File: src/rtl/cjs_pkg.sv
package cjs_pkg;
   typedef enum logic [1:0] {
      PH_IDLE = 2'd0,
      PH_PRE  = 2'd1,
      PH_CORE = 2'd2,
      PH_POST = 2'd3
   } cjs_phase_e;

   localparam logic [1:0] KSEL_128 = 2'b00;
   localparam logic [1:0] KSEL_192 = 2'b01;
   localparam logic [1:0] KSEL_256 = 2'b10;
   localparam logic [1:0] KSEL_BAD = 2'b11;
endpackage

File: src/rtl/cjs_lfsr.sv
module cjs_lfsr #(
   parameter int          W        = 16,
   parameter logic [W-1:0] TAPS     = 16'hB400,
   parameter logic [W-1:0] RST_SEED = 16'hACE1
) (
   input  logic         clk,
   input  logic         rst_n,
   input  logic         load_i,
   input  logic [W-1:0] seed_i,
   output logic [W-1:0] q_o
);
   localparam logic [W-1:0] ZERO_SUB = W'(1);

   logic [W-1:0] q;
   logic [W-1:0] tap_chain;
   logic         fb;

   initial begin
      assert (W >= 4) else $error("cjs_lfsr: width too small");
      assert (TAPS != '0) else $error("cjs_lfsr: empty tap mask");
      assert (RST_SEED != '0) else $error("cjs_lfsr: zero reset seed");
   end

   // feedback parity built bit by bit from the tap mask
   genvar b;
   generate
      for (b = 0; b < W; b++) begin : g_tap
         if (b == 0) begin : g_first
            assign tap_chain[b] = q[b] & TAPS[b];
         end else begin : g_rest
            assign tap_chain[b] = tap_chain[b-1] ^ (q[b] & TAPS[b]);
         end
      end
   endgenerate
   assign fb = tap_chain[W-1];

   always_ff @(posedge clk or negedge rst_n) begin
      if (!rst_n) begin
         q <= RST_SEED;
      end else if (load_i) begin
         q <= (seed_i == '0) ? ZERO_SUB : seed_i;
      end else begin
         q <= {q[W-2:0], fb};
      end
   end

   assign q_o = q;


   lfsr_nonzero_chk: assert property (@(posedge clk) disable iff (!rst_n)
      q != '0);
endmodule

File: src/rtl/cjs_down_timer.sv
module cjs_down_timer #(
   parameter int W = 7
) (
   input  logic         clk,
   input  logic         rst_n,
   input  logic         load_i,
   input  logic [W-1:0] val_i,
   output logic [W-1:0] cnt_o,
   output logic         zero_o
);
   logic [W-1:0] cnt;

   initial begin
      assert (W >= 1) else $error("cjs_down_timer: bad width");
   end

   always_ff @(posedge clk or negedge rst_n) begin
      if (!rst_n) begin
         cnt <= '0;
      end else if (load_i) begin
         cnt <= val_i;
      end else if (cnt != '0) begin
         cnt <= cnt - W'(1);
      end
   end

   assign cnt_o  = cnt;
   assign zero_o = (cnt == '0);
endmodule

File: src/rtl/cjs_jitter_pick.sv
module cjs_jitter_pick #(
   parameter int RND_W   = 16,
   parameter int DLY_W   = 4,
   parameter bit PRESENT = 1'b1
) (
   input  logic [RND_W-1:0] rnd_i,
   input  logic             en_i,
   output logic [DLY_W-1:0] dly_o
);
   initial begin
      assert (DLY_W >= 1 && DLY_W <= RND_W) else $error("cjs_jitter_pick: bad delay width");
   end

   generate
      if (PRESENT) begin : g_jitter
         assign dly_o = en_i ? rnd_i[DLY_W-1:0] : '0;
      end else begin : g_fixed
         logic unused_in;
         assign unused_in = ^{rnd_i, en_i};
         assign dly_o     = '0;
      end
   endgenerate
endmodule

File: src/rtl/cjs_jitter_seq.sv
module cjs_jitter_seq
   import cjs_pkg::*;
#(
   parameter int          RND_W          = 16,
   parameter logic [15:0] RND_TAPS       = 16'hB400,
   parameter logic [15:0] RND_RST_SEED   = 16'hACE1,
   parameter int          DLY_W          = 4,
   parameter bit          JITTER_PRESENT = 1'b1,
   parameter int          LEN_128        = 55,
   parameter int          LEN_192        = 70,
   parameter int          LEN_256        = 75
) (
   input  logic             clk,
   input  logic             rst_n,
   input  logic             start_i,
   input  logic [1:0]       key_sel_i,
   input  logic             jitter_en_i,
   input  logic             irq_en_i,
   input  logic             clr_done_i,
   input  logic             seed_load_i,
   input  logic [RND_W-1:0] seed_i,
   output logic             core_start_o,
   output logic             busy_o,
   output logic             done_o,
   output logic             irq_o,
   output logic             key_err_o
);
   localparam int MAX_LEN_A = (LEN_128 > LEN_192) ? LEN_128 : LEN_192;
   localparam int MAX_LEN   = (MAX_LEN_A > LEN_256) ? MAX_LEN_A : LEN_256;
   localparam int MAX_DLY   = (1 << DLY_W) - 1;
   localparam int MAX_CNT   = (MAX_LEN > MAX_DLY) ? MAX_LEN : MAX_DLY;
   localparam int CNT_W     = $clog2(MAX_CNT + 1);

   initial begin
      assert (LEN_128 >= 1 && LEN_192 >= 1 && LEN_256 >= 1)
         else $error("cjs_jitter_seq: core lengths must be positive");
      assert (RND_W == 16) else $error("cjs_jitter_seq: random register width fixed by taps");
      assert (DLY_W <= RND_W) else $error("cjs_jitter_seq: delay wider than random source");
   end

   function automatic logic [CNT_W-1:0] core_len(input logic [1:0] ks);
      case (ks)
         KSEL_192: core_len = CNT_W'(LEN_192);
         KSEL_256: core_len = CNT_W'(LEN_256);
         default:  core_len = CNT_W'(LEN_128);
      endcase
   endfunction

   cjs_phase_e       phase_q, phase_d;
   logic [1:0]       key_q;
   logic             jit_q;
   logic             done_q, err_q, cstart_q;
   logic             go, reject;
   logic             tmr_load, tmr_zero, done_set, enter_core;
   logic [CNT_W-1:0] tmr_val, tmr_cnt;
   logic [RND_W-1:0] rnd;
   logic [DLY_W-1:0] pre_dly, post_dly;

   cjs_lfsr #(
      .W        (RND_W),
      .TAPS     (RND_TAPS),
      .RST_SEED (RND_RST_SEED)
   ) u_rnd (
      .clk    (clk),
      .rst_n  (rst_n),
      .load_i (seed_load_i),
      .seed_i (seed_i),
      .q_o    (rnd)
   );

   cjs_jitter_pick #(.RND_W(RND_W), .DLY_W(DLY_W), .PRESENT(JITTER_PRESENT)) u_pre (
      .rnd_i (rnd),
      .en_i  (jitter_en_i),
      .dly_o (pre_dly)
   );

   cjs_jitter_pick #(.RND_W(RND_W), .DLY_W(DLY_W), .PRESENT(JITTER_PRESENT)) u_post (
      .rnd_i (rnd),
      .en_i  (jit_q),
      .dly_o (post_dly)
   );

   cjs_down_timer #(.W(CNT_W)) u_tmr (
      .clk    (clk),
      .rst_n  (rst_n),
      .load_i (tmr_load),
      .val_i  (tmr_val),
      .cnt_o  (tmr_cnt),
      .zero_o (tmr_zero)
   );

   assign go     = start_i && (phase_q == PH_IDLE) && (key_sel_i != KSEL_BAD);
   assign reject = start_i && (phase_q == PH_IDLE) && (key_sel_i == KSEL_BAD);

   always_comb begin
      phase_d    = phase_q;
      tmr_load   = 1'b0;
      tmr_val    = '0;
      done_set   = 1'b0;
      enter_core = 1'b0;
      case (phase_q)
         PH_IDLE: begin
            if (go) begin
               tmr_load = 1'b1;
               if (pre_dly != '0) begin
                  phase_d = PH_PRE;
                  tmr_val = CNT_W'(pre_dly) - CNT_W'(1);
               end else begin
                  phase_d    = PH_CORE;
                  tmr_val    = core_len(key_sel_i) - CNT_W'(1);
                  enter_core = 1'b1;
               end
            end
         end
         PH_PRE: begin
            if (tmr_zero) begin
               phase_d    = PH_CORE;
               tmr_load   = 1'b1;
               tmr_val    = core_len(key_q) - CNT_W'(1);
               enter_core = 1'b1;
            end
         end
         PH_CORE: begin
            if (tmr_zero) begin
               if (post_dly != '0) begin
                  phase_d  = PH_POST;
                  tmr_load = 1'b1;
                  tmr_val  = CNT_W'(post_dly) - CNT_W'(1);
               end else begin
                  phase_d  = PH_IDLE;
                  done_set = 1'b1;
               end
            end
         end
         PH_POST: begin
            if (tmr_zero) begin
               phase_d  = PH_IDLE;
               done_set = 1'b1;
            end
         end
         default: phase_d = PH_IDLE;
      endcase
   end

   always_ff @(posedge clk or negedge rst_n) begin
      if (!rst_n) begin
         phase_q  <= PH_IDLE;
         key_q    <= KSEL_128;
         jit_q    <= 1'b0;
         cstart_q <= 1'b0;
      end else begin
         phase_q  <= phase_d;
         cstart_q <= enter_core;
         if (go) begin
            key_q <= key_sel_i;
            jit_q <= jitter_en_i;
         end
      end
   end

   always_ff @(posedge clk or negedge rst_n) begin
      if (!rst_n) begin
         done_q <= 1'b0;
         err_q  <= 1'b0;
      end else begin
         if (done_set)                done_q <= 1'b1;
         else if (go || clr_done_i)   done_q <= 1'b0;
         if (reject)                  err_q  <= 1'b1;
         else if (go || clr_done_i)   err_q  <= 1'b0;
      end
   end

   assign busy_o       = (phase_q != PH_IDLE);
   assign core_start_o = cstart_q;
   assign done_o       = done_q;
   assign irq_o        = done_q & irq_en_i;
   assign key_err_o    = err_q;


   accept_start_chk: assert property (@(posedge clk) disable iff (!rst_n)
      (start_i && !busy_o && key_sel_i != KSEL_BAD) |=> (busy_o && !done_o));


   done_on_finish_chk: assert property (@(posedge clk) disable iff (!rst_n)
      $fell(busy_o) |-> done_o);


   key_hold_chk: assert property (@(posedge clk) disable iff (!rst_n)
      (busy_o && start_i) |=> (!busy_o || $stable(key_q)));


   bad_key_chk: assert property (@(posedge clk) disable iff (!rst_n)
      (start_i && !busy_o && key_sel_i == KSEL_BAD) |=> (!busy_o && key_err_o));


   cstart_pulse_chk: assert property (@(posedge clk) disable iff (!rst_n)
      core_start_o |=> !core_start_o);


   cstart_in_busy_chk: assert property (@(posedge clk) disable iff (!rst_n)
      core_start_o |-> busy_o);


   core_timer_range_chk: assert property (@(posedge clk) disable iff (!rst_n)
      (phase_q == PH_CORE) |-> (tmr_cnt < CNT_W'(MAX_LEN)));
endmodule

File: config.mk
export PLATFORM = sky130hd
export DESIGN_NAME = cjs_jitter_seq
export DESIGN_NICKNAME = d
export VERILOG_FILES = /design/src/rtl/cjs_pkg.sv /design/src/rtl/cjs_lfsr.sv /design/src/rtl/cjs_down_timer.sv /design/src/rtl/cjs_jitter_pick.sv /design/src/rtl/cjs_jitter_seq.sv
export SDC_FILE = /design/constraint.sdc
export NUM_CORES = 1
export LEC_CHECK = 0
export ABC_AREA = 1
export BUFFER_PORTS_ARGS = -buffer_cell sky130_fd_sc_hd__buf_2
export CORE_MARGIN = 3
export CORE_UTILIZATION = 34
export DETAILED_ROUTE_END_ITERATION = 12
export SLEW_MARGIN = 20
export SYNTH_ARGS = -nofsm -noshare
export SYNTH_HDL_FRONTEND = slang
export SYNTH_SLANG_ARGS = --single-unit
File: constraint.sdc
create_clock -name clk -period 2.8 [get_ports clk]
set_input_delay 0.84 -clock clk [delete_from_list [all_inputs] [get_ports clk]]
set_output_delay 0.84 -clock clk [all_outputs]
set_load 0.1 [all_outputs]
---- Word level (Yosys, flattened, before mapping) ----
Cells that the tools add are included.
word-level totals
  register bits after elaboration ......... 31
  input bits .............................. 25
  output and inout bits ................... 5
  word-level logic and storage cells ...... 85
operators by class
  $add $sub $neg .......................... 5
  eq/ne operators ......................... 13
  multiplexer cells ....................... 40
  bitwise operators ....................... 4
  reductions and logical operators ........ 15
operator list
  cell                                                  number
  two-way mux 7 bit                                     12
  two-way mux 16 bit                                    2
  one-hot mux 7 bit (2 select lines)                    2
  one-hot mux 7 bit (3 select lines)                    1
  subtractor 7 x 1 -> 7 bit (second input constant)     3
  logical NOT 16 bit                                    1
  two-way mux 2 bit                                     6
  two-way mux 1 bit                                     11
  equality test 2 bit (second input constant)           5
  inequality test 2 bit (second input constant)         5
  subtractor 4 x 1 -> 5 bit (second input constant)     2
  two-way mux 4 bit                                     2
  one-hot mux 2 bit (4 select lines)                    1
  nonzero test 2 bit                                    4
  nonzero test 4 bit                                    2
  logical NOT 7 bit                                     1
  nonzero test 7 bit                                    1
  equality test 2 x 1 -> 1 bit (second input constant)  3
  one-hot mux 1 bit (2 select lines)                    2
  AND reduction 4 bit                                   1
  logical AND 1 bit                                     3
  one-hot mux 1 bit (3 select lines)                    1
  bitwise XOR 1 bit                                     3
  logical NOT 2 bit                                     1
  other kinds (2)                                       2

---- Depth between registers and ports, before layout ----
Gate-level depths: netlist of run 1.
  depth after elaboration ................. 10
  depth in mapped cells ................... 13
  depth with buffers taken out ............ 12

---- By module ----
From an unflattened synthesis of run 1, not the netlist that was laid out.
second synthesis, totals
  cell total of the unflattened synthesis .. 296
  area, all modules ....................... 2079.5 um^2
by module, submodules not included
  module           instances  cells an instance  area an instance (um^2)  sequential area each (um^2)
  cjs_jitter_seq   1          124                790.8                    200.2
  cjs_lfsr         1          97                 745.7                    410.4
  cjs_down_timer   1          59                 483.0                    175.2
  cjs_jitter_pick  2          8                  30.0                     0.0

---- Least setup slack after synthesis of run 1 ----
Ideal clock, no wire load.
  path type ............................... register to output
  start point ............................. reg done_q, in the netlist done_o
  end point ............................... out irq_o
  data arrival time ....................... 1.644 ns
  data required time ...................... 1.960 ns
  setup slack ............................. 0.316 ns
  stages on the path, launching flop included .. 3
  buffers on the path ..................... 0
  cells stage by stage .................... dfrtp_1 -> nand2_1 -> inv_1
on the way
  cells in the longest elaborated chain, start to end .. 1
RTL lines
  what                    line                   text
  start, declared         cjs_jitter_seq.sv:52   logic done_q, err_q, cstart_q;
  start signal, assigned  cjs_jitter_seq.sv:163  done_q <= 1'b0;
  start signal, assigned  cjs_jitter_seq.sv:166  if (done_set) done_q <= 1'b1;
  start signal, assigned  cjs_jitter_seq.sv:167  else if (go || clr_done_i) done_q <= 1'b0;
  bitwise AND 1 bit       cjs_jitter_seq.sv:176  assign irq_o = done_q & irq_en_i;
  end, declared           cjs_jitter_seq.sv:25   output logic irq_o,
Every way passes these cells.

---- Final worst setup path of run 1 ----
  start point ............................. in irq_en_i
  end point ............................... out irq_o
on the way
  cells in the longest elaborated chain, start to end .. 1
RTL lines
  what               line                   text
  start, declared    cjs_jitter_seq.sv:18   input logic irq_en_i,
  bitwise AND 1 bit  cjs_jitter_seq.sv:176
Every way passes these cells.

==> impl_metrics.ini, run 1 <==
[worst_setup_path]
startpoint = irq_en_i
reg2reg_setup_slack_ns = 1.03
worst_setup_path_end_kind = output pin
crit_arrival_ns = 1.40
crit_type = input pin to output pin
rr_startpoint = u_tmr.cnt_o[0]$_DFFE_PN0P_
reg2regPathDepth = 11
crit_path_end = irq_o
start_kind = input pin
reg2reg_to = u_tmr.cnt_o[2]$_DFFE_PN0P_
path_max_fanout = 1
required_ns = 1.96

[die]
fp.dieArea_mm2 = 0.00691
initial_utilization = 0.358
boundaryPins = 30
coreArea_mm2 = 0.00564
die_w_um = 83.1
std_cell_rows = 27
fp.dieH_um = 83.1

[logic_synthesis]
synth_area_leaders = dfrtp_1 (28%), dfstp_2 (10%), nand2_1 (9.1%)
yosys.area_share.adder = 0.0681
synth_top_family_by_area = simple AND/OR/NAND/NOR gates
synth_edf_count = 0
synthCells = 245
synth_area_mm2 = 0.00202
synth_nets = 281
yosys_most_used_dff = dfrtp_1
ys_seq_area_frac = 0.389
synth_mux_area_frac = 0.0613
synth_top_area_share = 0.285
synth_compound_area_frac = 0.0675
synth_top_cell_by_area = dfrtp_1
synth.avg_cell_area_um2 = 8.25
ys_warn_count = 0
synth_cell_type_count = 29
async_flop_share = 1.00
synth.most_common_cell = nand2_1
synth-simple-area-share = 0.287
synth_xor_area_frac = 0.0433
ys_ff_latch = 31
synth.cells.most_frequent = nand2_1 (49), inv_1 (37), dfrtp_1 (23)

[placed_design]
dp_hpwl_mm = 3.22
io_buffers = 29
placed_cells_incl_taps = 342
finalWeightedCongestion = 0.841
dpl_cell_area_mm2 = 0.00223

[power]
vdd.ir_drop.worst_uv = 186
powerDensity_mw_per_mm2 = 466
p_leak_nw = 1.14

[sta]
fin_crit_ns = 2.24
worst_pin_slew_ns = 0.704
slew_headroom = 0.531
fin_skew_ns = 0.00533
grt_setup_unrepaired = no
tns_ns = 0
setup_viol = 0
final-hold-violation-count = 0
slew_viol_final = 0
fmax_ghz = 0.446
period_share = 0.800

[clock_tree]
holdBufCountCts = 0
cts_max_path_buffers = 2
cts_sinks = 31
clk-insertion-delay-late_ns = 0.28
root_buffer = clkbuf_8
cts_tree = yes
cts_setup_buffers = 0
h-tree-depth = 2
cts_made_buffers = 5
cts_resized = 0
path_clk_slew_ns = 0.07

[min_path]
min_path_type = register to register

[drt]
top_layer = met4
routed_via_density = 4.62
antenna_left = 0
first_iter_violations = 81
dr_total_vias = 1616
met1_length_mm = 1.91
firstDrtPassIters = 4
met3WireLength_um = 95
met2WireLength_mm = 1.96
wirelength_mm = 4.06
wl_per_cell_um = 11.6
remaining_drc_errors = 0

[job]
drv_cap = 0

[grt]
overflow = 0
grt_pass1_vias = 1604
gr-usage-all-layers = 0.129
antenna_found_initial = 0
grt_pass1_wl_mm = 7.23
grt_max_degree = 32

[cells_and_area]
num_antenna_cells = 0
final_nets = 313
area_delta_synth_final_pct = 16.0
finalInstanceArea_mm2 = 0.00234
fin_cells = 350
final_util = 0.416
final_layout_size_suffix_gt1_frac = 0.266

[status]
outcome = complete, no violations
[through the flow]
step / total power [mW] / hold slack, ns / setup WS, ns
after floorplan: 0.607 / 0.456 / 0.316
after global placement: 0.659 / 0.461 / 0.559
after detailed placement: 0.663 / 0.466 / 0.557
after CTS: 1.11 / 0.478 / 0.557
after global routing: 1.15 / 0.500 / 0.515
final: 1.09 / 0.480 / 0.560
[cell type report]
type,instances,area (um2)
Clock buffer,5,68.8
Fill cell,584,3300
Tap cell,72,90.1
Sequential cell,31,786
Timing Repair Buffer,29,145
Clock inverter,3,43.8
Multi-Input combinational cell,171,1060
Inverter,39,146
[report_power, final]
group / internal, mW / total (mW) / switching (mW)
clock: 0.265 / 0.440 / 0.176
sequential: 0.483 / 0.499 / 0.0163
combinational: 0.0639 / 0.153 / 0.0890
[flip-flops by register name, summed over array words and instances, names as in the netlist]
name and flops:
u_rnd.q_o 16, u_tmr.cnt_o 7, key_q 2, phase_q 2
core_start_o 1, done_o 1, jit_q 1, key_err_o 1
[worst max-delay path, stage by stage]
cell and delay [ns]:
buf_2 0.07, nand2_1 0.04, inv_1 0.04, buf_2 0.41
[worst min path at each step]
stage                            startpoint                       to  slack, ns  depth (start not counted)
floorplan            u_rnd.q_o[8]$_DFF_PN0_   u_rnd.q_o[9]$_DFF_PN0_       0.46                          1
global placement    u_rnd.q_o[14]$_DFF_PN0_  u_rnd.q_o[15]$_DFF_PN1_       0.46                          1
detailed placement   u_rnd.q_o[8]$_DFF_PN0_   u_rnd.q_o[9]$_DFF_PN0_       0.47                          1
CTS                  u_rnd.q_o[8]$_DFF_PN0_   u_rnd.q_o[9]$_DFF_PN0_       0.48                          1
global route        u_rnd.q_o[14]$_DFF_PN0_  u_rnd.q_o[15]$_DFF_PN1_       0.50                          1
finish               u_rnd.q_o[4]$_DFF_PN0_   u_rnd.q_o[5]$_DFF_PN1_       0.48                          1
[cells in the final DEF, fill, tap and decap left out, types with 2 or more instances in the layout]
cell | Yosys | routed
mux2_2 | 11 | 11
nand3_4 | 2 | 2
nor2_4 | 4 | 4
xor2_1 | 3 | 3
inv_1 | 37 | 37
nor2_2 | 4 | 4
a21oi_1 | 5 | 5
dfrtp_1 | 23 | 23
nand3_1 | 20 | 20
nor2_1 | 22 | 22
dfstp_2 | 8 | 8
nand2_1 | 49 | 49
clkbuf_8 | 0 | 5
o21ai_0 | 11 | 11
ha_1 | 11 | 11
nand3_2 | 2 | 2
xnor2_1 | 7 | 7
nand4_1 | 8 | 8
o21ai_1 | 5 | 5
inv_2 | 2 | 2
buf_2 | 2 | 29
[cells by family (layout without fill, tap and decap cells)]
logic type / after synthesis / in the layout
multiplexers: 11 / 11
flip-flops: 31 / 31
buffers and inverters: 43 / 76
AO/OA/AOI/OAI: 25 / 25
adder cells (fa/ha/maj): 11 / 11
AND/OR/NAND/NOR: 114 / 114
XOR/XNOR: 10 / 10
[routing by layer]
layer | GRT usage | vias up
li1 | - | 852
met1 | 0.164 | 741
met2 | 0.211 | 15
met3 | 0.0258 | 8
met4 | 0.0565 | 0
met5 | 0 | -
No activity file was read; power rests on OpenSTA's default activity.
==> inputs of run 2 (changes only) <==
==> constraint.sdc (replaced) <==
create_clock -name clk -period 1.8 [get_ports clk]
set_input_delay 0.54 -clock clk [delete_from_list [all_inputs] [get_ports clk]]
set_output_delay 0.54 -clock clk [all_outputs]
set_load 0.1 [all_outputs]
==> run 2 against run 1 <==
Combinational power grew 59%. Setup slack lost 0.43 ns. Final area is 5.2% higher. Utilization grew 2.2 points. Non-clock buffer count grew 7. Sequential share of layout area decreased by 1.6 points. Flip-flop and latch count did not move. Clock power increased by 84%. Critical path type is now register to register. Largest cell class unchanged.
==> impl_metrics.ini, run 2 (synthesized netlist as in run 1, its figures left out) <==
[sta]
final-hold-violation-count = 0
fin_crit_ns = 1.67
grt_setup_unrepaired = no
fin_skew_ns = 0.00829
period_share = 0.926
tns_ns = 0
worst_pin_slew_ns = 0.486
slew_viol_final = 0
slew_headroom = 0.678
setup_viol = 0
fmax_ghz = 0.600

[die]
boundaryPins = 30
fp.dieArea_mm2 = 0.00691
coreArea_mm2 = 0.00564
initial_utilization = 0.358
fp.dieH_um = 83.1
die_w_um = 83.1
std_cell_rows = 27

[clock_tree]
root_buffer = clkbuf_8
cts_max_path_buffers = 2
clk-insertion-delay-late_ns = 0.28
path_clk_slew_ns = 0.07
holdBufCountCts = 0
cts_made_buffers = 5
cts_sinks = 31
h-tree-depth = 2
cts_tree = yes

[cells_and_area]
multi_input_area_mm2 = 0.00107
final_util = 0.437
final_layout_size_suffix_gt1_frac = 0.291
area_delta_synth_final_pct = 22.0
fill_cells = 556
num_antenna_cells = 0
final_nets = 320
largest_reg_flops = 16
seq_area_um2 = 787
final_cell_mix = nand2_1 (49), inv_1 (36), buf_2 (27)
layout_commonest_cell = nand2_1
finalInstanceArea_mm2 = 0.00247

[drt]
firstDrtPassIters = 4
antenna_left = 0
met3WireLength_um = 101
met2WireLength_mm = 2.14
wirelength_mm = 4.31
met1_length_mm = 1.99
first_iter_violations = 60
top_layer = met4
dr_total_vias = 1655
routed_via_density = 4.64
wl_per_cell_um = 12.1
remaining_drc_errors = 0

[power]
vdd.ir_drop.worst_uv = 430
powerDensity_mw_per_mm2 = 742
p_leak_nw = 1.18

[worst_setup_path]
cp_slowest_cell = dfrtp_1
crit_type = register to register
worst_setup_path_end_kind = register
cp_top_family = simple AND/OR/NAND/NOR gates
required_ns = 1.98
slowest_delay_ns = 0.39
crit_arrival_ns = 1.84
start_kind = register
crit_chain = inv_1 -> ha_1 -> inv_1 -> nor2_2 -> nand3_4 -> nor2_4 -> nor2_4 -> nand2_1 -> nand3_1 -> nand2_1 -> inv_1
crit_top_cell = inv_1
path_max_fanout = 10
critical_path_buf_inv_count = 3

[min_path]
min_path_type = input pin to async pin

[grt]
grt_max_degree = 22
overflow = 0
grt_pass1_wl_mm = 7.42
antenna_found_initial = 0
gr-usage-all-layers = 0.131
grt_pass1_vias = 1645

[placed_design]
io_buffers = 29
dpl_cell_area_mm2 = 0.00232
finalWeightedCongestion = 0.847
dp_hpwl_mm = 3.44

[job]
drv_cap = 0

[status]
outcome = complete, no violations
[run 2: area by class of cell]
cell class / instances / area share
multi-input cells: 171 / 0.433
repair buffers: 36 / 0.0974
clock inverters: 2 / 0.0243
clock buffers: 6 / 0.0294
well taps: 72 / 0.0365
flip-flops and latches: 31 / 0.319
inverters: 39 / 0.0609
[run 2: worst paths after layout]
| check | startpoint | end | slack (ns) | cells after the start |
|---|---|---|---|---|
| max | u_tmr.cnt_o[0]$_DFFE_PN0P_ | u_tmr.cnt_o[2]$_DFFE_PN0P_ | 0.13 | 11 |
| min | rst_n | phase_q[0]$_DFFE_PN0P_ | 0.16 | 1 |
| max reg2reg | u_tmr.cnt_o[0]$_DFFE_PN0P_ | u_tmr.cnt_o[2]$_DFFE_PN0P_ | 0.13 | 11 |
| min reg2reg | u_rnd.q_o[8]$_DFF_PN0_ | u_rnd.q_o[9]$_DFF_PN0_ | 0.47 | 1 |
| max in group asynchronous | rst_n | u_rnd.q_o[5]$_DFF_PN1_ | 1.15 | 2 |
| min in group clk | clr_done_i | done_o$_DFFE_PN0P_ | 0.46 | 2 |
[run 2: per-layer routing]
| layer | global-route usage | up-vias |
|---|---|---|
| li1 | - | 854 |
| met1 | 0.163 | 776 |
| met4 | 0.0550 | 0 |
| met2 | 0.222 | 21 |
| met5 | 0 | - |
| met3 | 0.0228 | 4 |
[run 2: power by group]
part | switching, mW | total [mW] | internal (mW) | leakage, nW
sequential | 0.0273 | 0.778 | 0.751 | 0.347
clock | 0.257 | 0.810 | 0.553 | 0.0654
combinational | 0.138 | 0.243 | 0.105 | 0.770
[run 2: what timing repair did]
action / 4_1_cts / 5_1_grt
buffers inserted: 0 / 2
resized for setup: 0 / 1
setup endpoints to repair: 0 / 5
hold endpoints to repair: 0 / 0
[run 2: per-stage QoR]
stage | setup slack (ns) | std cells | power, mW | hold slack, ns
after floorplan | 0.0547 | 245 | 0.944 | 0.244
after global placement | 0.0979 | 347 | 1.03 | 0.461
after detailed placement | 0.0452 | 347 | 1.04 | 0.464
after CTS | 0.0300 | 355 | 1.86 | 0.160
after global routing | 0.00848 | 357 | 1.92 | 0.173
final | 0.132 | 357 | 1.83 | 0.155
